## src/rtl/tdm6_pkg.sv

```systemverilog
package tdm6_pkg;

  // Slot index within a frame -> channel number.
  // First half carries even channels, second half odd ones, ascending.
  function automatic int unsigned slot_chan(int unsigned slot, int unsigned nch);
    return (slot < nch / 2) ? 2 * slot : 2 * (slot - nch / 2) + 1;
  endfunction

endpackage

```

## src/rtl/tdm6_clkdiv.sv

```systemverilog
module tdm6_clkdiv #(
  parameter int unsigned DIV_W = 8
) (
  input  logic             clk_i,
  input  logic             rst_ni,
  input  logic [DIV_W-1:0] half_div_i,
  output logic             sclk_o,
  output logic             fall_o
);

  logic [DIV_W-1:0] cnt_q;
  logic             sclk_q;
  logic             tick;

  // >= guards against the divider being lowered mid-count
  assign tick = (cnt_q >= half_div_i);

  always_ff @(posedge clk_i or negedge rst_ni) begin
    if (!rst_ni) begin
      cnt_q  <= '0;
      sclk_q <= 1'b1;
    end else if (tick) begin
      cnt_q  <= '0;
      sclk_q <= ~sclk_q;
    end else begin
      cnt_q  <= cnt_q + 1'b1;
    end
  end

  assign sclk_o = sclk_q;
  assign fall_o = tick & sclk_q;

  AST_SCLK_HOLD: assert property (@(posedge clk_i) disable iff (!rst_ni)
    (cnt_q < half_div_i) |=> $stable(sclk_q));

endmodule

```

## src/rtl/tdm6_framer.sv

```systemverilog
module tdm6_framer #(
  parameter int unsigned SLOT_W = 20,
  parameter int unsigned NCH    = 6
) (
  input  logic clk_i,
  input  logic rst_ni,
  input  logic fall_i,
  output logic frame_start_o,
  output logic lrclk_o
);

  localparam int unsigned FRAME_BITS = SLOT_W * NCH;
  localparam int unsigned HALF_BITS  = FRAME_BITS / 2;
  localparam int unsigned CNT_W      = $clog2(FRAME_BITS);
  localparam logic [CNT_W-1:0] LAST_BIT = CNT_W'(FRAME_BITS - 1);
  localparam logic [CNT_W-1:0] HALF_BIT = CNT_W'(HALF_BITS);

  logic [CNT_W-1:0] cnt_q, cnt_d;
  logic             started_q;
  logic             lr_q;
  logic             wrap;

  assign wrap          = !started_q || (cnt_q == LAST_BIT);
  assign cnt_d         = wrap ? '0 : cnt_q + 1'b1;
  assign frame_start_o = fall_i && wrap;

  always_ff @(posedge clk_i or negedge rst_ni) begin
    if (!rst_ni) begin
      cnt_q     <= '0;
      started_q <= 1'b0;
      lr_q      <= 1'b1;
    end else if (fall_i) begin
      cnt_q     <= cnt_d;
      started_q <= 1'b1;
      lr_q      <= (cnt_d < HALF_BIT);
    end
  end

  assign lrclk_o = lr_q;

  AST_LR_DROP_MID: assert property (@(posedge clk_i) disable iff (!rst_ni)
    $fell(lr_q) |-> (cnt_q == HALF_BIT));
  AST_LR_RISE_START: assert property (@(posedge clk_i) disable iff (!rst_ni)
    $rose(lr_q) |-> (cnt_q == '0));
  AST_FRAME_HIGH: assert property (@(posedge clk_i) disable iff (!rst_ni)
    frame_start_o |=> lr_q);

endmodule

```

## src/rtl/tdm6_sample_buf.sv

```systemverilog
module tdm6_sample_buf #(
  parameter int unsigned SLOT_W = 20,
  parameter int unsigned NCH    = 6
) (
  input  logic                     clk_i,
  input  logic                     rst_ni,
  input  logic                     valid_i,
  input  logic [SLOT_W*NCH-1:0]    samples_i,
  output logic                     ready_o,
  input  logic                     take_i,
  output logic [SLOT_W*NCH-1:0]    set_o,
  output logic                     underrun_o
);

  localparam int unsigned SET_W = SLOT_W * NCH;

  logic [SET_W-1:0] pend_q, cur_q;
  logic             full_q, under_q;
  logic             accept;

  assign ready_o = !full_q;
  assign accept  = valid_i && !full_q;
  assign set_o   = full_q ? pend_q : cur_q;

  always_ff @(posedge clk_i or negedge rst_ni) begin
    if (!rst_ni) begin
      pend_q  <= '0;
      cur_q   <= '0;
      full_q  <= 1'b0;
      under_q <= 1'b0;
    end else begin
      if (take_i) begin
        cur_q   <= set_o;
        under_q <= !full_q;
      end
      if (accept) begin
        pend_q <= samples_i;
        full_q <= 1'b1;
      end else if (take_i) begin
        full_q <= 1'b0;
      end
    end
  end

  assign underrun_o = under_q;

  AST_READY_DROP: assert property (@(posedge clk_i) disable iff (!rst_ni)
    (valid_i && ready_o) |=> !ready_o);
  AST_PEND_HOLD: assert property (@(posedge clk_i) disable iff (!rst_ni)
    (full_q && !take_i) |=> (full_q && $stable(pend_q)));
  AST_UNDERRUN: assert property (@(posedge clk_i) disable iff (!rst_ni)
    (take_i && !full_q) |=> (underrun_o && $stable(cur_q)));
  AST_FRESH_TAKE: assert property (@(posedge clk_i) disable iff (!rst_ni)
    (take_i && full_q) |=> (!underrun_o && cur_q == $past(pend_q)));

endmodule

```

## src/rtl/tdm6_shifter.sv

```systemverilog
module tdm6_shifter #(
  parameter int unsigned SLOT_W = 20,
  parameter int unsigned NCH    = 6
) (
  input  logic                  clk_i,
  input  logic                  rst_ni,
  input  logic                  load_i,
  input  logic                  shift_i,
  input  logic [SLOT_W*NCH-1:0] set_i,
  output logic                  sdata_o
);

  localparam int unsigned FRAME_BITS = SLOT_W * NCH;

  logic [FRAME_BITS-1:0] frame_vec;
  logic [FRAME_BITS-1:0] sr_q;

  // Reorder channels into transmit slots, slot 0 at the MSB end
  for (genvar k = 0; k < NCH; k++) begin : g_slot
    localparam int unsigned CH = tdm6_pkg::slot_chan(k, NCH);
    assign frame_vec[FRAME_BITS-1-k*SLOT_W -: SLOT_W] = set_i[CH*SLOT_W +: SLOT_W];
  end

  always_ff @(posedge clk_i or negedge rst_ni) begin
    if (!rst_ni) begin
      sr_q <= '0;
    end else if (load_i) begin
      sr_q <= frame_vec;
    end else if (shift_i) begin
      sr_q <= {sr_q[FRAME_BITS-2:0], 1'b0};
    end
  end

  assign sdata_o = sr_q[FRAME_BITS-1];

  AST_LOAD_MSB: assert property (@(posedge clk_i) disable iff (!rst_ni)
    load_i |=> (sdata_o == $past(set_i[SLOT_W-1])));

endmodule

```

## src/rtl/tdm6_tx.sv

```systemverilog
module tdm6_tx #(
  parameter int unsigned SLOT_W = 20,
  parameter int unsigned NCH    = 6,
  parameter int unsigned DIV_W  = 8
) (
  input  logic                  clk_i,
  input  logic                  rst_ni,
  input  logic [DIV_W-1:0]      half_div_i,
  input  logic                  valid_i,
  input  logic [SLOT_W*NCH-1:0] samples_i,
  output logic                  ready_o,
  output logic                  sclk_o,
  output logic                  lrclk_o,
  output logic                  sdata_o,
  output logic                  underrun_o
);

  localparam int unsigned SET_W = SLOT_W * NCH;

  logic             fall;
  logic             frame_start;
  logic [SET_W-1:0] set;

  tdm6_clkdiv #(.DIV_W(DIV_W)) u_clkdiv (
    .clk_i      (clk_i),
    .rst_ni     (rst_ni),
    .half_div_i (half_div_i),
    .sclk_o     (sclk_o),
    .fall_o     (fall)
  );

  tdm6_framer #(.SLOT_W(SLOT_W), .NCH(NCH)) u_framer (
    .clk_i         (clk_i),
    .rst_ni        (rst_ni),
    .fall_i        (fall),
    .frame_start_o (frame_start),
    .lrclk_o       (lrclk_o)
  );

  tdm6_sample_buf #(.SLOT_W(SLOT_W), .NCH(NCH)) u_buf (
    .clk_i      (clk_i),
    .rst_ni     (rst_ni),
    .valid_i    (valid_i),
    .samples_i  (samples_i),
    .ready_o    (ready_o),
    .take_i     (frame_start),
    .set_o      (set),
    .underrun_o (underrun_o)
  );

  tdm6_shifter #(.SLOT_W(SLOT_W), .NCH(NCH)) u_shift (
    .clk_i   (clk_i),
    .rst_ni  (rst_ni),
    .load_i  (frame_start),
    .shift_i (fall),
    .set_i   (set),
    .sdata_o (sdata_o)
  );

  AST_DATA_ON_FALL: assert property (@(posedge clk_i) disable iff (!rst_ni)
    !$stable(sdata_o) |-> $fell(sclk_o));
  AST_LR_ON_FALL: assert property (@(posedge clk_i) disable iff (!rst_ni)
    !$stable(lrclk_o) |-> $fell(sclk_o));
  AST_UNDER_ON_FALL: assert property (@(posedge clk_i) disable iff (!rst_ni)
    !$stable(underrun_o) |-> $fell(sclk_o));

endmodule

```

## config.mk

```make
export PLATFORM = sky130hd
export DESIGN_NAME = tdm6_tx
export DESIGN_NICKNAME = d
export VERILOG_FILES = /design/src/rtl/tdm6_pkg.sv /design/src/rtl/tdm6_clkdiv.sv /design/src/rtl/tdm6_framer.sv /design/src/rtl/tdm6_sample_buf.sv /design/src/rtl/tdm6_shifter.sv /design/src/rtl/tdm6_tx.sv
export SDC_FILE = /design/constraint.sdc
export NUM_CORES = 1
export LEC_CHECK = 0
export ABC_CLOCK_PERIOD_IN_PS = 4250
export BUFFER_PORTS_ARGS = -buffer_cell sky130_fd_sc_hd__buf_2
export CAP_MARGIN = 10
export CORE_UTILIZATION = 62
export CTS_BUF_LIST = sky130_fd_sc_hd__clkbuf_8
export DETAILED_ROUTE_END_ITERATION = 7
export GPL_ROUTABILITY_DRIVEN = 1
export PLACE_DENSITY = 0.82
export SLEW_MARGIN = 20
export SYNTH_ARGS = -nofsm -noshare
export SYNTH_HDL_FRONTEND = slang
export SYNTH_HIERARCHICAL = 1
export SYNTH_SLANG_ARGS = --single-unit
```

## constraint.sdc

```tcl
create_clock -name clk_i -period 4.25 [get_ports clk_i]
set_clock_uncertainty 0.15 [all_clocks]
set_input_delay 0.2125 -clock clk_i [delete_from_list [all_inputs] [get_ports clk_i]]
set_output_delay 0.2125 -clock clk_i [all_outputs]
set_load 0.01 [all_outputs]
```

Word level (Yosys, flattened, before mapping)
Index checks and enable logic that the tools add are counted.
{"block": "totals", "regBits": 380, "out_inout_bits": 5}
{"block": "classes", "mux": 7, "add_sub_neg": 2, "magnitude_cmp": 2, "eq_ne": 1, "n_reduce_logical": 7, "bitwise": 2}
{"op": "120-bit two-way mux", "count": 3}
{"op": "8-bit by 1-bit adder with 8-bit output (second input constant)", "count": 1}
{"op": "8-bit >= comparator", "count": 1}
{"op": "8-bit two-way mux", "count": 1}
{"op": "7-bit by 1-bit adder with 7-bit output (second input constant)", "count": 1}
{"op": "7-bit equality test (second input constant)", "count": 1}
{"op": "7-bit by 6-bit < comparator with 1-bit output (second input constant)", "count": 1}
{"op": "7-bit two-way mux", "count": 1}
{"op": "2-bit nonzero test", "count": 2}
{"op": "1-bit logical AND", "count": 2}
{"op": "1-bit zero test", "count": 2}
{"op": "1-bit two-way mux", "count": 2}
{"op": "1-bit bitwise AND", "count": 1}
{"op": "1-bit logical OR", "count": 1}
{"op": "1-bit inverter", "count": 1}

Longest topological paths before layout
Gate-level depths: netlist (run 1).
{"block": "depth", "word_depth": 5, "depth_mapped": 12}

Cells and area by module
Netlist (run 1), hierarchy kept.
{"mod": "tdm6_sample_buf", "seq_area_each_um2": 6055.8, "n_inst": 1, "area_each_um2": 10884.2, "cells_per_inst": 647}
{"mod": "tdm6_shifter", "seq_area_each_um2": 3002.9, "n_inst": 1, "area_each_um2": 5562.8, "cells_per_inst": 520}
{"mod": "tdm6_clkdiv", "seq_area_each_um2": 226.5, "n_inst": 1, "area_each_um2": 595.6, "cells_per_inst": 60}
{"mod": "tdm6_framer", "seq_area_each_um2": 226.5, "n_inst": 1, "area_each_um2": 538.0, "cells_per_inst": 54}

Worst setup path before layout (run 1)
OpenSTA, ideal clock, no wires.
{"block": "synth_timing", "kind": "reg-to-reg", "from": "register u_clkdiv.cnt_q[0]", "to": "register u_buf.cur_q[100]", "path_stages_with_launch": 13, "path_buffers": 3, "period_less_slack_ns": 3.449, "arrival_ns": 3.174, "required_ns": 3.975, "setup_ns": 0.125, "setup_slack_ns": 0.801, "path_cell_list": "dfrtp_1 -> inv_1 -> ha_1 -> nand2b_1 -> a2111oi_2 -> o41ai_4 -> and2_1 -> buf_2 -> a21boi_0 -> nand2_2 -> buf_6 -> buf_6 -> mux2_4"}
{"block": "synth_between", "elab_chain_cells": 3}
{"element": "start: declaration", "line": "tdm6_clkdiv.sv:11", "text": "logic [DIV_W-1:0] cnt_q;"}
{"element": "start signal: assignment", "line": "tdm6_clkdiv.sv:26", "text": "cnt_q <= cnt_q + 1'b1;"}
{"element": "8-bit >= comparator", "line": "tdm6_clkdiv.sv:16", "text": "assign tick = (cnt_q >= half_div_i);"}
{"element": "1-bit bitwise AND", "line": "tdm6_clkdiv.sv:31", "text": "assign fall_o = tick & sclk_q;"}
{"element": "via fall", "line": "tdm6_tx.sv:20", "text": "logic fall;"}
{"element": "1-bit logical AND", "line": "tdm6_framer.sv:25", "text": "assign frame_start_o = fall_i && wrap;"}
{"element": "via frame_start", "line": "tdm6_tx.sv:21", "text": "logic frame_start;"}
{"element": "end signal: assignment", "line": "tdm6_sample_buf.sv:33", "text": "cur_q <= set_o;"}
{"element": "end: declaration", "line": "tdm6_sample_buf.sv:17", "text": "logic [SET_W-1:0] pend_q, cur_q;"}
The timed path passes the listed nets, and every way through them passes these cells.
A chain may end at the register's enable or synchronous reset.

Worst setup path after layout (run 1)
{"block": "layout_timing", "from": "register u_clkdiv.cnt_q[0]", "to": "register u_buf.under_q (netlist: u_buf/underrun_o)"}
{"block": "layout_between", "elab_chain_cells": 3}
{"element": "8-bit >= comparator", "line": "tdm6_clkdiv.sv:16"}
{"element": "1-bit bitwise AND", "line": "tdm6_clkdiv.sv:31"}
{"element": "via fall", "line": "tdm6_tx.sv:20"}
{"element": "1-bit logical AND", "line": "tdm6_framer.sv:25"}
{"element": "via frame_start", "line": "tdm6_tx.sv:21"}
{"element": "end signal: assignment", "line": "tdm6_sample_buf.sv:34", "text": "under_q <= !full_q;"}
{"element": "end: declaration", "line": "tdm6_sample_buf.sv:18", "text": "logic full_q, under_q;"}
The timed path passes the listed nets, and every way through them passes these cells.

==> results by group, run 1 <==
Finish
  – P&R area growth vs syn: 17.9%
  – Final nets: between 1500 and 2000
  – Layout cells sized above 1: roughly 33%
  – Post-route design area: approximately 21000 µm²
  – Diode count: 0
  – End-of-flow core utilization: about 74%

Timing
  – Setup TNS: 0 ns
  – RSZ-0062 raised after global routing: no
  – Setup violations, final: 0
  – Final Max Slew Viols: 0
  – Tmin final: between 3 and 4 ns
  – Least-Margin Pin Slew: around 1 ns
  – Worst hold slack: roughly 0.14 ns
  – Max Clock Freq: 278 MHz
  – Max transition margin: 33.3%
  – Hold Violations, Final: 0
  – Final Cycle Share: a little over four fifths

Die
  – Rows: 61
  – Num ports: roughly 140
  – Core Area: between 20000 and 30000 µm²
  – Starting Density: 63.1%
  – Die Span X: about 170 µm
  – Die Y: around 170 µm
  – Die Area: 29000 µm²

Outcome
  – Status: finished, final reports clean

Clock network
  – Clock sink count: 380
  – CTS buffer count: approximately 60
  – Post-CTS Setup Bufs: 0
  – CTS tree: yes
  – # H-tree levels: 2
  – Clk root buf: clkbuf_8
  – Worst-path clk slew: 0.06 ns
  – Clk_lat worst skew: 0.59 ns
  – Number of hold buffers added after cts: 122
  – CTS resizes: 0
  – Clock Path Buffers: 3

Yosys
  – Yosys reg bits: between 300 and 400
  – Main flop type after synthesis: dfrtp_1
  – Syn_area_per_cell: approximately 14 µm²
  – Largest family of logic cells by synthesized area: multiplexers
  – Synth warn: 6
  – Yosys top cell area share: a little over half
  – Compound-Gate Fraction of Synth Area: 4.44%
  – Seq/Total Area, Yosys: between 50% and 60%
  – Synth Cell Area: 17600 µm²
  – Simple-Gate Fraction of Synth Area: between 4 and 5%
  – Post-Synth Adder-Cell Area: 0.712%
  – Async SR Flop Fraction: between 90% and 100%
  – Syn nets: approximately 1400
  – Post-synth top area cell: dfrtp_1
  – Post-Synth XOR/XNOR Area: less than 1%
  – Synth Instances: approximately 1300
  – EDFF count, synth: 0
  – Synth top area cells: dfrtp_1 54%, mux2_2 11%, mux2_4 7.6%
  – Multiplexer area fraction after synthesis: roughly a third
  – Yosys cell types: between 40 and 50

Routing
  – Drt drc: 0
  – Total Wirelength: about 35000 µm
  – Drt wl/cell: between 15 and 20 µm
  – Routed vias: 10727
  – Via density: 5.48
  – DR iter-0 viols: 493
  – Drt first pass iters: 4
  – Antenna Nets Post-Route: 0

Worst hold path
  – Worst hold path class: primary input to flop

Critical path
  – Critical Path RT: 4.56 ns
  – Startpoint class of the critical path: flop
  – Worst Path Max Fanout: ~240
  – Crit Path Category: flop to flop
  – Worst Path Arrival: 3.90 ns
  – Crit. End Element: flop

Power and ir drop
  – PD cells: ~620 nW/µm²
  – P_leak: just under 10 nW
  – Max VDD drop: around 0.4 mV
  – Overall power: ~13 mW

Global routing
  – First-pass GRT wire length: between 50000 and 60000 µm
  – Grt ovf: 0
  – Pin count of the biggest net entering global routing: 242
  – Tot GR Track Use: between 20% and 30%
  – Vias in the first global route: 11616
  – Initial antenna violation count: 0

Place
  – HPWL after DPL: 19000 µm
  – GPL Wtd Cong: 0.783
  – Dpl cell area: about 18000 µm²
  – PortBufs: about 140

Flow run
  – Max-cap viol count: 0
[worst max-delay path: stages (launching register included)]
cell and delay (ns):
dfrtp_1 0.42, inv_1 0.07, ha_1 0.26, nand2b_1 0.11, a2111oi_2 0.09, o41ai_4 0.58, and2_4 0.26, a21boi_4 0.28
buf_12 0.56, mux2_2 0.42
[cells in the mapped netlist (3+ instances only)]
library cell and number:
dfrtp_1 378, mux2_2 172, nand2_1 125, mux2i_1 120
mux2_1 100, o21ai_1 100, mux2_4 89, buf_2 24
o21ai_0 23, buf_8 21, inv_1 15, buf_4 14
clkbuf_1 11, buf_6 10, ha_1 10, nor2_1 10
nand3_1 6, xor2_1 6, a21oi_1 5, o22ai_1 5
nand2b_1 3, o21a_1 3
[flip-flops by register name, indices dropped and copies added, names as in the netlist, 7 cells and up]
name and count:
u_shift/sr_q 120, u_clkdiv/cnt_q 8, u_framer/cnt_q 7, u_buf/pend_q 120, u_buf/cur_q 120
[cell families after synthesis]
kind of cell / Yosys count
multiplexers: 481
flip-flops: 380
AND/OR/NAND/NOR: 163
AO/OA/AOI/OAI: 143
buffers and inverters: 96
adder cells (fa/ha/maj): 10
XOR/XNOR: 8
[path summary, 6_finish.rpt]
kind	cells after the start	from	to	slack (ns)
min in group asynchronous	3	rst_ni	u_buf/cur_q[89]	0.49
worst max-delay path	9	u_clkdiv/cnt_q[0]	u_buf/underrun_o	0.66
max in group asynchronous	5	rst_ni	u_buf/pend_q[8]	2.16
worst min-delay path	7	half_div_i[7]	u_clkdiv/cnt_q[1]	0.14
worst min register to register	1	u_buf/cur_q[18]	u_buf/cur_q[18]	0.35
worst max register to register	9	u_clkdiv/cnt_q[0]	u_buf/underrun_o	0.66
[cells in the final DEF, fill, tap and decap left out, types with 6 or more instances in the layout]
master / Yosys / final
dfrtp_1: 378 / 377
mux2_2: 172 / 172
buf_2: 24 / 134
nand2_1: 125 / 125
dlygate4sd3_1: 0 / 123
mux2i_1: 120 / 120
mux2_1: 100 / 100
o21ai_1: 100 / 100
mux2_4: 89 / 89
clkbuf_8: 0 / 77
inv_1: 15 / 34
o21ai_0: 23 / 23
nor2_1: 10 / 10
ha_1: 10 / 10
clkinv_2: 0 / 9
buf_12: 1 / 9
buf_4: 14 / 6
nand3_1: 6 / 6
xor2_1: 6 / 6
[through the flow]
step | setup slack (ns) | cells
floorplan | 0.801 | 1281
finish | 0.659 | 1959
global route | 0.549 | 1959
detailed placement | 0.760 | 1728
CTS | 0.729 | 1957
global placement | 0.809 | 1728
[final cells by class]
class,instances,area (µm²)
clock buffer,77,1060
clock inverter,30,133
fill,1797,7130
inverter,15,56.3
multi-input combinational,805,7330
sequential,380,9520
tap,378,473
timing repair buffer,274,2170
[metal layers]
metal  vias to the layer above  routed length, µm  track usage (%)
li1                       5016                  -                -
met1                      5459              15400             32.6
met2                       189              17500             43.0
met3                        63               1050             3.51
met4                         0                730             7.13
met5                         -                  0                0
[report_power, final]
group | internal (mW) | total (mW) | switching [mW]
clock | 1.62 | 3.02 | 1.41
combinational | 2.17 | 3.44 | 1.27
sequential | 5.28 | 6.45 | 1.17
Power figures use the tool's default switching activity.
==> run 2, diff against run 1 <==
--- a/config.mk
+++ b/config.mk
@@ -5,7 +5,7 @@
 export SDC_FILE = /design/constraint.sdc
 export NUM_CORES = 1
 export LEC_CHECK = 0
-export ABC_CLOCK_PERIOD_IN_PS = 4250
+export ABC_CLOCK_PERIOD_IN_PS = 3500
 export BUFFER_PORTS_ARGS = -buffer_cell sky130_fd_sc_hd__buf_2
 export CAP_MARGIN = 10
 export CORE_UTILIZATION = 62
==> constraint.sdc (replaced) <==
create_clock -name clk_i -period 3.5 [get_ports clk_i]
set_clock_uncertainty 0.15 [all_clocks]
set_input_delay 0.175 -clock clk_i [delete_from_list [all_inputs] [get_ports clk_i]]
set_output_delay 0.175 -clock clk_i [all_outputs]
set_load 0.01 [all_outputs]
==> results by group, run 2 (synthesis gave the netlist of run 1 again) <==
Routing
  – Drt wl/cell: 17.3 µm (was 17.7 µm)
  – Met2 WL: 16900 µm (was 17500 µm)
  – Met1 WL: 15400 µm (about the same)
  – Total Wirelength: 34000 µm (was 34800 µm)
  – Routed vias: 10706 (was 10727)
  – Top Layer Used: met4 (unchanged)
  – Routed wl met3: 1300 µm (was 1050 µm)
  – Antenna Nets Post-Route: 0 (unchanged)
  – DR iter-0 viols: 609 (was 493)
  – Drt first pass iters: 4 (unchanged)
  – Drt drc: 0 (unchanged)
  – Via density: 5.46 (was 5.48)

Clock network
  – CTS resizes: 0 (unchanged)
  – Clk root buf: clkbuf_8 (unchanged)
  – Worst-path clk slew: 0.06 ns (about the same)
  – Clock sink count: 380 (unchanged)
  – Clock Path Buffers: 3 (unchanged)
  – CTS buffer count: 60 (was 59)
  – CTS tree: yes (unchanged)
  – Clk_lat worst skew: 0.60 ns (was 0.59 ns)
  – # H-tree levels: 2 (unchanged)

Finish
  – Fillers: 1762 (was 1797)
  – Commonest non-fill, non-tap cell in the layout: dfrtp_1 (unchanged)
  – Flip-flop and latch area: 9520 µm² (unchanged)
  – Final nets: 1679 (was 1676)
  – Top flop regs: u_buf/cur_q x120, u_buf/pend_q x120, u_shift/sr_q x120 (unchanged)
  – Non-Filler Instances: 1962 (was 1959)
  – Diode count: 0 (unchanged)
  – Post-route design area: 20800 µm² (was 20700 µm²)
  – P&R area growth vs syn: 18.1% (was 17.9%)
  – Most frequent cells in the layout: 377 x dfrtp_1, 172 x mux2_2, 134 x buf_2 (unchanged)
  – End-of-flow core utilization: 74.5% (was 74.4%)
  – Multi-input logic area: 7330 µm² (unchanged)
  – Layout cells sized above 1: 32.5% (was 32.8%)

Timing
  – Max transition margin: 39.9% (was 33.3%)
  – Least-Margin Pin Slew: 0.902 ns (was 1.00 ns)
  – Setup violations, final: 0 (unchanged)
  – Max Clock Freq: 321 MHz (was 278 MHz)
  – RSZ-0062 raised after global routing: no (unchanged)
  – Setup TNS: 0 ns (unchanged)
  – Final Cycle Share: 89.1% (was 84.5%)
  – Tmin final: 3.12 ns (was 3.59 ns)
  – Final Max Slew Viols: 0 (unchanged)
  – Hold Violations, Final: 0 (unchanged)

Global routing
  – First-pass GRT wire length: 56900 µm (was 57600 µm)
  – Vias in the first global route: 11464 (was 11616)
  – Tot GR Track Use: 24.4% (was 24.8%)
  – Initial antenna violation count: 0 (unchanged)
  – Pin count of the biggest net entering global routing: 133 (was 242)
  – Grt ovf: 0 (unchanged)

Critical path
  – Worst Path Max Fanout: 35 (was 241)
  – Reg2reg start: u_clkdiv/cnt_q[0] (unchanged)
  – Critical-path top delay cell: a2111oi_2 (was o41ai_4)
  – CP Buf/Inv Count: 2 (unchanged)
  – Delay of the slowest cell on the worst path: 0.52 ns (was 0.58 ns)
  – Critical Path RT: 3.81 ns (was 4.56 ns)
  – CP Launch Point: u_clkdiv/cnt_q[0] (unchanged)
  – Crit. End Element: flop (unchanged)
  – Worst Path Arrival: 3.43 ns (was 3.90 ns)
  – Crit Path Category: flop to flop (unchanged)
  – Startpoint class of the critical path: flop (unchanged)
  – Worst path top cell family by delay: compound AO/OA/AOI/OAI gates (unchanged)
  – CP cell instances: inv_1, ha_1, nand2b_1, a2111oi_2, o41ai_4, and2_4, a21boi_4, nand2_8, buf_12, mux2_4 (was inv_1, ha_1, nand2b_1, a2111oi_2, o41ai_4, and2_4, a21boi_4, buf_12, mux2_2)

Place
  – GPL Wtd Cong: 0.797 (was 0.783)
  – Dpl cell area: 18300 µm² (about the same)
  – HPWL after DPL: 18800 µm (was 19000 µm)
  – PortBufs: 135 (unchanged)
  – Cells after DPL: 1732 (was 1728)

Power and ir drop
  – Max VDD drop: 0.432 mV (was 0.402 mV)
  – PD cells: 752 nW/µm² (was 623 nW/µm²)
  – P_leak: 9.69 nW (was 9.66 nW)

Die
  – Starting Density: 63.1% (unchanged)
  – Die Y: 170 µm (unchanged)
  – Num ports: 136 (unchanged)
  – Core Area: 27900 µm² (unchanged)
  – Rows: 61 (unchanged)
  – Die Area: 29000 µm² (unchanged)
  – Die Span X: 170 µm (unchanged)

Flow run
  – Max-cap viol count: 0 (unchanged)

Worst hold path
  – Worst hold path class: primary input to asynchronous set/reset pin (was primary input to flop)

Outcome
  – Status: finished, final reports clean (unchanged)
[run 2: report_power, final]
group | switching (mW) | leakage (nW) | total, mW | internal, mW
registers | 1.41 | 4.88 | 7.82 | 6.41
clock network | 1.66 | 0.709 | 3.64 | 1.97
logic | 1.53 | 4.11 | 4.16 | 2.64
[run 2: path summary, 6_finish.rpt]
| check | endpoint | cells after the start | slack, ns |
|---|---|---|---|
| min in group clk_i | u_buf/pend_q[67] | 3 | 0.18 |
| worst min-delay path | u_shift/sr_q[71] | 2 | 0.05 |
| worst min register to register | u_buf/cur_q[1] | 1 | 0.35 |
| worst max register to register | u_buf/cur_q[75] | 10 | 0.38 |
| max in group asynchronous | u_buf/pend_q[13] | 3 | 2.15 |
| worst max-delay path | u_buf/cur_q[75] | 10 | 0.38 |
[run 2: what timing repair did]
item | 4_1_cts | 5_1_grt
setup buffers | 0 | 0
hold endpoints to repair | 215 | 0
hold buffers | 122 | 0
[run 2: metal layers]
| metal | up-vias | global-route usage (%) |
|---|---|---|
| met5 | - | 0 |
| met1 | 5416 | 32.8 |
| li1 | 5028 | - |
| met4 | 0 | 5.88 |
| met3 | 44 | 3.91 |
| met2 | 218 | 41.7 |
[run 2: layout make-up]
cell class	count	share of cell area (%)
Clock buffer	78	5.17
Clock inverter	30	0.584
Inverter	15	0.271
Multi-Input combinational cell	805	35.3
Sequential cell	380	45.8
Tap cell	378	2.28
Timing Repair Buffer	276	10.6
[run 2: per-stage QoR]
stage                     worst slack [ns]  total power [mW]  hold slack (ns)
final                                0.382              15.6           0.0493
after global routing                 0.262              16.6           0.0905
after floorplan                     0.0507              10.8           -0.271
after CTS                            0.375              15.7           0.0484
after global placement               0.513              11.5           0.0916
after detailed placement             0.387              11.8           0.0946
